--- config.mk ---
export PLATFORM = sky130hd
export DESIGN_NAME = adc_sample_trigger
export DESIGN_NICKNAME = d
export VERILOG_FILES = /design/src/rtl/adc_trig_pkg.sv /design/src/rtl/adc_trig_interval_conv.sv /design/src/rtl/adc_trig_prescaler.sv /design/src/rtl/adc_trig_period_cnt.sv /design/src/rtl/adc_trig_overrun.sv /design/src/rtl/adc_sample_trigger.sv
export SDC_FILE = /design/constraint.sdc
export NUM_CORES = 1
export LEC_CHECK = 0
export BUFFER_PORTS_ARGS = -buffer_cell sky130_fd_sc_hd__buf_2
export CORE_ASPECT_RATIO = 1.25
export CORE_UTILIZATION = 56
export CTS_BUF_LIST = sky130_fd_sc_hd__clkbuf_8 sky130_fd_sc_hd__clkbuf_16
export DETAILED_ROUTE_END_ITERATION = 8
export GPL_ROUTABILITY_DRIVEN = 0
export MAX_ROUTING_LAYER = met4
export PLACE_DENSITY_LB_ADDON = 0.1
export SETUP_SLACK_MARGIN = 0.2
export SLEW_MARGIN = 15
export SYNTH_ARGS = -nofsm -noshare
export SYNTH_HDL_FRONTEND = slang
export SYNTH_SLANG_ARGS = --single-unit
--- constraint.sdc ---
create_clock -name clk -period 42.9 [get_ports clk]
set_clock_uncertainty 0.1 [all_clocks]
set_input_delay 12.87 -clock clk [delete_from_list [all_inputs] [get_ports clk]]
set_output_delay 12.87 -clock clk [all_outputs]
set_load 0.005 [all_outputs]
--- src/rtl/adc_trig_pkg.sv ---
package adc_trig_pkg;

   typedef enum logic [1:0] {
      TMODE_IDLE  = 2'd0,
      TMODE_TIMED = 2'd1,
      TMODE_CONT  = 2'd2
   } tmode_e;

   localparam int unsigned DEF_TICK_DIV  = 12;
   localparam int unsigned DEF_TICK_NS   = 250;
   localparam int unsigned DEF_MIN_TICKS = 6;
   localparam int unsigned DEF_CNT_W     = 16;
   localparam int unsigned DEF_REQ_W     = 32;

endpackage

--- src/rtl/adc_trig_interval_conv.sv ---
module adc_trig_interval_conv #(
   parameter int unsigned REQ_W     = 32,
   parameter int unsigned CNT_W     = 16,
   parameter int unsigned TICK_NS   = 250,
   parameter int unsigned MIN_TICKS = 6
) (
   input  logic [REQ_W-1:0] req_ns_i,
   output logic [CNT_W-1:0] ticks_o,
   output logic             cont_o
);
   localparam longint unsigned MIN_NS    = longint'(TICK_NS) * longint'(MIN_TICKS);
   localparam longint unsigned MAX_TICKS = (longint'(1) << CNT_W) - 1;

   initial begin
      assert (TICK_NS >= 1) else $error("TICK_NS must be at least 1");
      assert (CNT_W < REQ_W) else $error("CNT_W must be narrower than REQ_W");
      assert (longint'(MIN_TICKS) <= MAX_TICKS && MIN_TICKS >= 2)
         else $error("MIN_TICKS out of range");
   end

   logic [REQ_W-1:0] quot;

   always_comb begin
      quot    = req_ns_i / REQ_W'(TICK_NS);
      cont_o  = (req_ns_i == '0);
      if (req_ns_i <= REQ_W'(MIN_NS))
         ticks_o = CNT_W'(MIN_TICKS);
      else if (quot > REQ_W'(MAX_TICKS))
         ticks_o = CNT_W'(MAX_TICKS);
      else
         ticks_o = quot[CNT_W-1:0];
   end

endmodule

--- src/rtl/adc_trig_prescaler.sv ---
module adc_trig_prescaler #(
   parameter int unsigned TICK_DIV = 12
) (
   input  logic clk,
   input  logic rst_n,
   input  logic clear_i,
   output logic tick_o,
   output logic at_zero_o
);
   initial begin
      assert (TICK_DIV >= 1) else $error("TICK_DIV must be at least 1");
   end

   generate
      if (TICK_DIV == 1) begin : g_passthru
         assign tick_o    = 1'b1;
         assign at_zero_o = 1'b1;
      end else begin : g_count
         localparam int unsigned PW = $clog2(TICK_DIV);
         localparam logic [PW-1:0] LAST = PW'(TICK_DIV - 1);
         logic [PW-1:0] pre_q;

         always_ff @(posedge clk) begin
            if (!rst_n || clear_i)
               pre_q <= '0;
            else if (pre_q == LAST)
               pre_q <= '0;
            else
               pre_q <= pre_q + 1'b1;
         end

         assign tick_o    = (pre_q == LAST);
         assign at_zero_o = (pre_q == '0);

         assert_presc_bound_R5: assert property (@(posedge clk) disable iff (!rst_n)
            pre_q <= LAST);
      end
   endgenerate

endmodule

--- src/rtl/adc_trig_period_cnt.sv ---
module adc_trig_period_cnt #(
   parameter int unsigned CNT_W = 16
) (
   input  logic             clk,
   input  logic             rst_n,
   input  logic             clear_i,
   input  logic             tick_i,
   input  logic [CNT_W-1:0] period_i,
   output logic             at_zero_o
);
   logic [CNT_W-1:0] per_q;

   always_ff @(posedge clk) begin
      if (!rst_n || clear_i)
         per_q <= '0;
      else if (tick_i) begin
         if (per_q >= period_i - CNT_W'(1))
            per_q <= '0;
         else
            per_q <= per_q + 1'b1;
      end
   end

   assign at_zero_o = (per_q == '0);

   assert_cnt_bound_R5: assert property (@(posedge clk) disable iff (!rst_n)
      per_q < period_i);

endmodule

--- src/rtl/adc_trig_overrun.sv ---
module adc_trig_overrun (
   input  logic clk,
   input  logic rst_n,
   input  logic flush_i,
   input  logic trig_i,
   input  logic done_i,
   output logic busy_o,
   output logic ovr_o
);
   logic busy_q;
   logic ovr_q;

   always_ff @(posedge clk) begin
      if (!rst_n) begin
         busy_q <= 1'b0;
         ovr_q  <= 1'b0;
      end else begin
         ovr_q <= trig_i && busy_q && !done_i;
         if (flush_i)
            busy_q <= 1'b0;
         else if (trig_i)
            busy_q <= 1'b1;
         else if (done_i)
            busy_q <= 1'b0;
      end
   end

   assign busy_o = busy_q;
   assign ovr_o  = ovr_q;

   assert_ovr_after_busy_R9: assert property (@(posedge clk) disable iff (!rst_n)
      ovr_q |-> $past(busy_q));
   assert_ovr_single_R9: assert property (@(posedge clk) disable iff (!rst_n)
      ovr_q |=> !ovr_q);
   assert_busy_on_trig_R9: assert property (@(posedge clk) disable iff (!rst_n)
      (trig_i && !flush_i) |=> busy_q);

endmodule

--- src/rtl/adc_sample_trigger.sv ---
module adc_sample_trigger
   import adc_trig_pkg::*;
#(
   parameter int unsigned TICK_DIV  = DEF_TICK_DIV,
   parameter int unsigned TICK_NS   = DEF_TICK_NS,
   parameter int unsigned MIN_TICKS = DEF_MIN_TICKS,
   parameter int unsigned CNT_W     = DEF_CNT_W,
   parameter int unsigned REQ_W     = DEF_REQ_W
) (
   input  logic             clk,
   input  logic             rst_n,
   input  logic             enable,
   input  logic             cfg_load,
   input  logic [REQ_W-1:0] cfg_interval_ns,
   input  logic             adc_done,
   output logic             trig_pulse,
   output logic             cont_level,
   output logic             adc_busy,
   output logic             adc_overrun,
   output logic [CNT_W-1:0] active_ticks
);
   localparam logic [CNT_W-1:0] RST_TICKS = CNT_W'(MIN_TICKS);

   tmode_e           mode_q, mode_d;
   logic [CNT_W-1:0] ticks_q;
   logic [CNT_W-1:0] conv_ticks;
   logic             conv_cont;
   logic             run_q, cont_q;
   logic             clr_cnt;
   logic             tick, pre_zero, per_zero;

   adc_trig_interval_conv #(
      .REQ_W(REQ_W), .CNT_W(CNT_W), .TICK_NS(TICK_NS), .MIN_TICKS(MIN_TICKS)
   ) u_conv (
      .req_ns_i(cfg_interval_ns),
      .ticks_o (conv_ticks),
      .cont_o  (conv_cont)
   );

   always_comb begin
      mode_d = mode_q;
      if (cfg_load)
         mode_d = conv_cont ? TMODE_CONT : TMODE_TIMED;
   end

   always_ff @(posedge clk) begin
      if (!rst_n) begin
         mode_q  <= TMODE_IDLE;
         ticks_q <= RST_TICKS;
         run_q   <= 1'b0;
         cont_q  <= 1'b0;
      end else begin
         mode_q <= mode_d;
         if (cfg_load)
            ticks_q <= conv_ticks;
         run_q  <= enable && (mode_d == TMODE_TIMED);
         cont_q <= enable && (mode_d == TMODE_CONT);
      end
   end

   assign clr_cnt = cfg_load || !run_q;

   adc_trig_prescaler #(.TICK_DIV(TICK_DIV)) u_pre (
      .clk      (clk),
      .rst_n    (rst_n),
      .clear_i  (clr_cnt),
      .tick_o   (tick),
      .at_zero_o(pre_zero)
   );

   adc_trig_period_cnt #(.CNT_W(CNT_W)) u_per (
      .clk      (clk),
      .rst_n    (rst_n),
      .clear_i  (clr_cnt),
      .tick_i   (tick),
      .period_i (ticks_q),
      .at_zero_o(per_zero)
   );

   assign trig_pulse   = run_q && pre_zero && per_zero;
   assign cont_level   = cont_q;
   assign active_ticks = ticks_q;

   adc_trig_overrun u_ovr (
      .clk    (clk),
      .rst_n  (rst_n),
      .flush_i(!run_q),
      .trig_i (trig_pulse),
      .done_i (adc_done),
      .busy_o (adc_busy),
      .ovr_o  (adc_overrun)
   );

   assert_trig_single_R5: assert property (@(posedge clk) disable iff (!rst_n)
      trig_pulse |=> !trig_pulse);
   assert_gate_off_R6: assert property (@(posedge clk) disable iff (!rst_n)
      !enable |=> (!trig_pulse && !cont_level));
   assert_cont_quiet_R4: assert property (@(posedge clk) disable iff (!rst_n)
      cont_level |-> !trig_pulse);
   assert_ticks_floor_R2: assert property (@(posedge clk) disable iff (!rst_n)
      active_ticks >= RST_TICKS);
   assert_idle_quiet_R8: assert property (@(posedge clk) disable iff (!rst_n)
      (mode_q == TMODE_IDLE) |-> (!trig_pulse && !cont_level));
   assert_load_restart_R7: assert property (@(posedge clk) disable iff (!rst_n)
      (cfg_load && enable && !conv_cont) |=> trig_pulse);

endmodule

==> results of run 1 <==
[final timing paths]
kind,depth (start not counted),endpoint,slack [ns]
min,1,u_pre.g_count.pre_q[0]$_SDFF_PP0_,0.39
max,58,active_ticks[0]$_SDFFE_PN0P_,11.12
max reg2reg,24,u_per.per_q[3]$_SDFFE_PP0P_,38.37
min reg2reg,1,u_pre.g_count.pre_q[0]$_SDFF_PP0_,0.39
[sequential cells by signal (all words and copies together) (netlist names)]
register,cells
u_ovr.busy_o,1
cont_level,1
u_pre.g_count.pre_q,4
u_per.per_q,16
run_q,1
mode_q,2
active_ticks,16
u_ovr.ovr_o,1
[logic make-up (layout without fill, tap and decap cells)]
group	after synthesis	after routing	synth area share
buf+inv	93	97	0.0651
flops	42	42	0.0808
fa+ha+maj	25	25	0.0294
xor+xnor	76	76	0.0669
other cells	0	1	0
mux	29	29	0.0306
compound gates	546	546	0.430
simple gates	564	564	0.297
[cell type report]
cell class / count / area share
multi-input cells: 1240 / 0.841
flip-flops and latches: 42 / 0.0796
well taps: 228 / 0.0270
repair buffers: 56 / 0.0265
clock buffers: 5 / 0.0118
inverters: 33 / 0.0117
clock inverters: 3 / 0.00237
diodes: 1 / 0.000237
[metrics by stage]
stage	hold WS [ns]	util	worst slack, ns	instance area, um^2	cells
floorplan	0.330	-	14.02	10400	1375
global placement	0.351	0.573	11.21	10400	1599
detailed placement	0.366	0.573	11.01	10400	1599
CTS	0.382	0.581	11.26	10600	1607
global route	0.412	0.582	9.84	10600	1608
finish	0.387	0.582	11.12	10600	1608
[synthesized netlist by cell type (8+ instances only)]
master     number
and2_2          8
clkbuf_8       22
o221ai_1        8
o31ai_1         9
o21ai_1        18
nand4_1        20
o211ai_1       27
o21ai_0        76
xor2_1         28
a31oi_1        17
clkbuf_1       16
dfxtp_1        42
nand2_1       123
mux2_2         11
o21a_1         13
nor3_2         11
a21oi_2        10
nor3_1         33
buf_6          10
nor4_1         17
or4_1           9
a31o_2          9
o21ai_2        11
nand2b_1       17
xnor2_1        44
inv_1          29
nand3_1        41
mux2i_1        14
nor2b_1        14
ha_1           21
a21o_2          8
a21oi_1        87
o2bb2ai_1       8
and2_1         14
o2111ai_1      11
o31a_1          8
nor2_1        142
and3_1         15
o22ai_1        15
a211oi_1       22
a21o_1         11
or3_1           9
[layer usage]
metal | wire [um] | vias to the layer above
li1 | - | 5371
met1 | 12600 | 5190
met2 | 15000 | 336
met3 | 1330 | 85
met4 | 1240 | 0
met5 | 0 | -
[worst max-delay path: cells and delay by family]
family	cells	cell delay (ns)
AOI/OAI and AO/OA	35	10.74
and+or+nand+nor	17	6.02
xor gates and xnor gates	2	1.14
muxes	3	0.92
buffers and inverters	1	0.18
==> out/results.ini, run 1 <==
[global_routing]
antenna_found_initial=1
met2_usage=0.546
met3_usage=0.0247
gr-max-usage-layer=met2
grt_pass1_vias=9899
met1_usage=0.364
grt-ovfl-total=0
grt_pass1_wl_mm=48.0
grt_max_degree=31
grt_usage=0.314

[cells_and_area]
fin_nets=1436
layout_commonest_cell=nor2_1
multi_input_area_mm2=0.00888
area_growth_pct=1.59
regArea_um2=841
fillers=1819
final_cell_mix=142 x nor2_1, 123 x nand2_1, 87 x a21oi_1
drive_above_1_share=0.215

[worst_setup_path]
crit_type=input port to register
cp-start-kind=input port
crit_required_ns=43.01
critPathCaptureType=register
crit_arrival_ns=31.89
crit_path_max_fanout=15
r2r-start=active_ticks[0]$_SDFFE_PN0P_
cpMaxStageDelayCell=a2111oi_4
critPathLaunch=cfg_interval_ns[15]
critPathMaxStageDelay_ns=0.67

[sta]
rsz0062_at_grt=false
timing.final.max_slew_violations=0
timing.fmax_mhz=31.5
slew_headroom=0.303
hold_viol=0
min_period_ns=31.78
fin_setup_tns_ns=0
setup_viol=0
fin_crit_sh=0.741
tightest_slew_ns=1.04

[synth]
syn-cell-area_mm2=0.0104
synth_area_leaders=dfxtp_1 8.1%, nor2_1 5.1%, nand2_1 4.4%, a21oi_1 4.2%, xnor2_1 3.7%
async_reset_ff_frac=0
syn_nets=1433
syn_avg_cell_area_um2=7.56
yosysTopAreaCell=dfxtp_1
ys_seq_elements=42
ys_types=154
netlist.area_leader.share=0.0808
yosysSeqAreaShare=0.0808
synth_edf_count=0
synthCells=1375
yosysWarnings=0
synth_ff_type=dfxtp_1

[clock_network]
worstSkewPairLatency_ns=0.29
cts_setup_buffers=0
cts_root_buffer=clkbuf_16
cts_tree=done
path_clk_slew_ns=0.07
cts_resized=0
cts_sinks=42
cts.htree.levels=2
cts_made_buffers=5
holdBufCountCts=0
clock_path_buffers=2

[route]
dr_total_vias=11000
wl_per_cell_um=18.7
drtIter0Drc=613
wl_mm=30.1
antenna_left=0
via_per_inst=6.83
drt_pass1_iterations=5
drc_errors=0

[min_path]
hp-class=register to register
worstHoldStart=u_pre.g_count.pre_q[0]$_SDFF_PP0_

[die]
initial_core_util=0.573
die-area_mm2=0.0191
core_area_mm2=0.0182
die_y_um=154
die_w_um=124
ios=57
rows=55

[placement]
dp_hpwl_mm=23.5
portBuffers=56

[job]
drv_cap=0

[status]
outcome=completed

Power of run 1 is left out: the tool's default activity adds up to more than one toggle a clock period on the data nets, which glitch-free logic cannot reach.
==> inputs of run 2 (changes only) <==
--- a/config.mk
+++ b/config.mk
@@ -5,6 +5,7 @@
 export SDC_FILE = /design/constraint.sdc
 export NUM_CORES = 1
 export LEC_CHECK = 0
+export ABC_AREA = 1
 export BUFFER_PORTS_ARGS = -buffer_cell sky130_fd_sc_hd__buf_2
 export CORE_ASPECT_RATIO = 1.25
 export CORE_UTILIZATION = 56
==> constraint.sdc (replaced) <==
create_clock -name clk -period 29.4 [get_ports clk]
set_clock_uncertainty 0.1 [all_clocks]
set_input_delay 8.82 -clock clk [delete_from_list [all_inputs] [get_ports clk]]
set_output_delay 8.82 -clock clk [all_outputs]
set_load 0.005 [all_outputs]
==> run 2 against run 1 <==
Effect of this change:
- via count decreased by 15%
- final cell count increased by 8.0%
- synthesized cell count increased by 9.2%
- final area decreased by 16%
- setup slack got worse by 4.3 ns
==> out/results.ini, run 2 <==
[route]
drtIter0Drc=444  ; was 613
antenna_left=0  ; unchanged
drc_errors=0  ; unchanged
wl_per_cell_um=12.0  ; was 18.7 um
drt_pass1_iterations=5  ; unchanged
via_per_inst=5.34  ; was 6.83
dr_total_vias=9281  ; was 11,000
wl_mm=20.8  ; was 30.1 mm

[clock_network]
cts_root_buffer=clkbuf_16  ; unchanged
clock_path_buffers=2  ; unchanged
path_clk_slew_ns=0.06  ; was 0.07 ns
worstSkewPairLatency_ns=0.28  ; was 0.29 ns
cts_resized=0  ; unchanged
cts_setup_buffers=0  ; unchanged
holdBufCountCts=0  ; unchanged
cts_sinks=42  ; unchanged
cts.htree.levels=2  ; unchanged
cts_made_buffers=5  ; unchanged
cts_tree=done  ; unchanged

[sta]
tightest_slew_ns=1.05  ; was 1.04 ns
min_period_ns=22.54
whs_ns=0.374  ; was 0.387 ns
setup_viol=0  ; unchanged
timing.final.max_slew_violations=0  ; unchanged
timing.fmax_mhz=44.4
hold_viol=0  ; unchanged
slew_headroom=0.292  ; was 0.303
fin_crit_sh=0.767
rsz0062_at_grt=false  ; unchanged
fin_setup_tns_ns=0  ; unchanged

[global_routing]
met2_usage=0.524  ; was 0.546
met3_usage=0.0220  ; was 0.0247
grt_pass1_wl_mm=35.3  ; was 48.0 mm
met1_usage=0.310  ; was 0.364
grt-ovfl-total=0  ; unchanged
gr-max-usage-layer=met2  ; unchanged
grt_usage=0.279  ; was 0.314
grt_pass1_vias=8179  ; was 9,899
grt_max_degree=19  ; was 31
antenna_found_initial=0  ; was 1

[worst_setup_path]
crit_type=input port to register  ; unchanged
cp_common_cell=nand2_1
critPathCaptureType=register  ; unchanged
crit_required_ns=29.51  ; was 43.01 ns
crit_path_max_fanout=11  ; was 15
cpMaxStageDelayCell=nand2_1  ; was a2111oi_4
crit_arrival_ns=22.64  ; was 31.89 ns
critPathMaxStageDelay_ns=0.29  ; was 0.67 ns
cp-start-kind=input port  ; unchanged

[synth]
yosysTopAreaCell=nand2_1  ; was dfxtp_1
yosys-top-cells-count=453 x nand2_1, 175 x inv_1, 154 x nand3_1, 131 x nor2_1, 73 x nand2_2  ; was 142 x nor2_1, 123 x nand2_1, 87 x a21oi_1, 76 x o21ai_0, 44 x xnor2_1
netlist.area_leader.share=0.206  ; was 0.0808
syn-cell-area_mm2=0.00824  ; was 0.0104 mm^2
ys_seq_elements=42  ; unchanged
synth_edf_count=0  ; unchanged
synth_ff_type=dfxtp_1  ; unchanged
synthCells=1501  ; was 1,375
syn_nets=1559  ; was 1,433
synth_area_leaders=nand2_1 21%, dfxtp_1 10%, nand3_1 9.4%, inv_1 8.0%, nor2_1 6.0%  ; was dfxtp_1 8.1%, nor2_1 5.1%, nand2_1 4.4%, a21oi_1 4.2%, xnor2_1 3.7%
yosysSeqAreaShare=0.102  ; was 0.0808
synth.most_common_cell=nand2_1  ; was nor2_1
async_reset_ff_frac=0  ; unchanged
ys_types=47  ; was 154
yosysWarnings=0  ; unchanged
syn_avg_cell_area_um2=5.49  ; was 7.56 um^2

[job]
drv_cap=0  ; unchanged

[die]
core_area_mm2=0.0144  ; was 0.0182 mm^2
die_w_um=110  ; was 124 um
die-area_mm2=0.0152  ; was 0.0191 mm^2
rows=49  ; was 55
initial_core_util=0.572  ; was 0.573
die_y_um=138  ; was 154 um
ios=57  ; unchanged

[min_path]
hp-class=register to register  ; unchanged

[cells_and_area]
fin_nets=1616  ; was 1,436
final_cell_mix=453 x nand2_1, 175 x inv_1, 154 x nand3_1  ; was 142 x nor2_1, 123 x nand2_1, 87 x a21oi_1
antenna_cells=0  ; was 1
drive_above_1_share=0.196  ; was 0.215
fin_util=0.615  ; was 0.582
area_growth_pct=7.58  ; was 1.59%
layout_commonest_cell=nand2_1  ; was nor2_1

[placement]
dp_hpwl_mm=17.5  ; was 23.5 mm
portBuffers=56  ; unchanged

[status]
outcome=completed  ; unchanged

==> run 2: worst paths after layout <==
kind | startpoint | to | slack [ns] | cells past startpoint
worst min-delay path | u_pre.g_count.pre_q[0]$_SDFF_PP0_ | u_pre.g_count.pre_q[0]$_SDFF_PP0_ | 0.37 | 1
worst max register to register | active_ticks[2]$_SDFFE_PN1P_ | u_per.per_q[10]$_SDFFE_PP0P_ | 25.37 | 16
worst min register to register | u_pre.g_count.pre_q[0]$_SDFF_PP0_ | u_pre.g_count.pre_q[0]$_SDFF_PP0_ | 0.37 | 1
worst max-delay path | cfg_interval_ns[25] | active_ticks[0]$_SDFFE_PN0P_ | 6.86 | 127
==> run 2: metal layers <==
metal / part of all wire / vias up
met1: 0.43 / 4116
met3: 0.031 / 44
met5: 0 / -
met2: 0.51 / 192
li1: - / 4929
met4: 0.029 / 0
==> run 2: cells by family after synthesis <==
| group | synth area share |
|---|---|
| buffers and inverters | 0.114 |
| and+or+nand+nor | 0.571 |
| xor gates and xnor gates | 0.0500 |
| adders and majority gates | 0.0319 |
| AOI/OAI and AO/OA | 0.131 |
| DFF | 0.102 |
==> run 2: layout make-up <==
cell class | instances | area, um^2
clock buffer | 6 | 139
clock inverter | 2 | 12.5
multi-input combinational | 1213 | 6460
inverter | 240 | 906
fill | 1548 | 5550
timing repair buffer | 56 | 280
sequential | 42 | 841
tap | 178 | 223
==> run 2: metrics by stage <==
| stage | setup WS (ns) | area (um^2) | cells |
|---|---|---|---|
| after floorplan | 9.21 | 8240 | 1501 |
| after global placement | 6.86 | 8710 | 1729 |
| after detailed placement | 6.66 | 8710 | 1729 |
| after CTS | 6.92 | 8860 | 1737 |
| after global routing | 4.99 | 8860 | 1737 |
| final | 6.86 | 8860 | 1737 |
==> run 2: critical path, delay by kind of cell <==
kind	cells	cell delay [ns]
and+or+nand+nor	105	11.32
buffers and inverters	13	0.88
AOI/OAI and AO/OA	9	1.55
Power of run 2 is left out for the same reason.
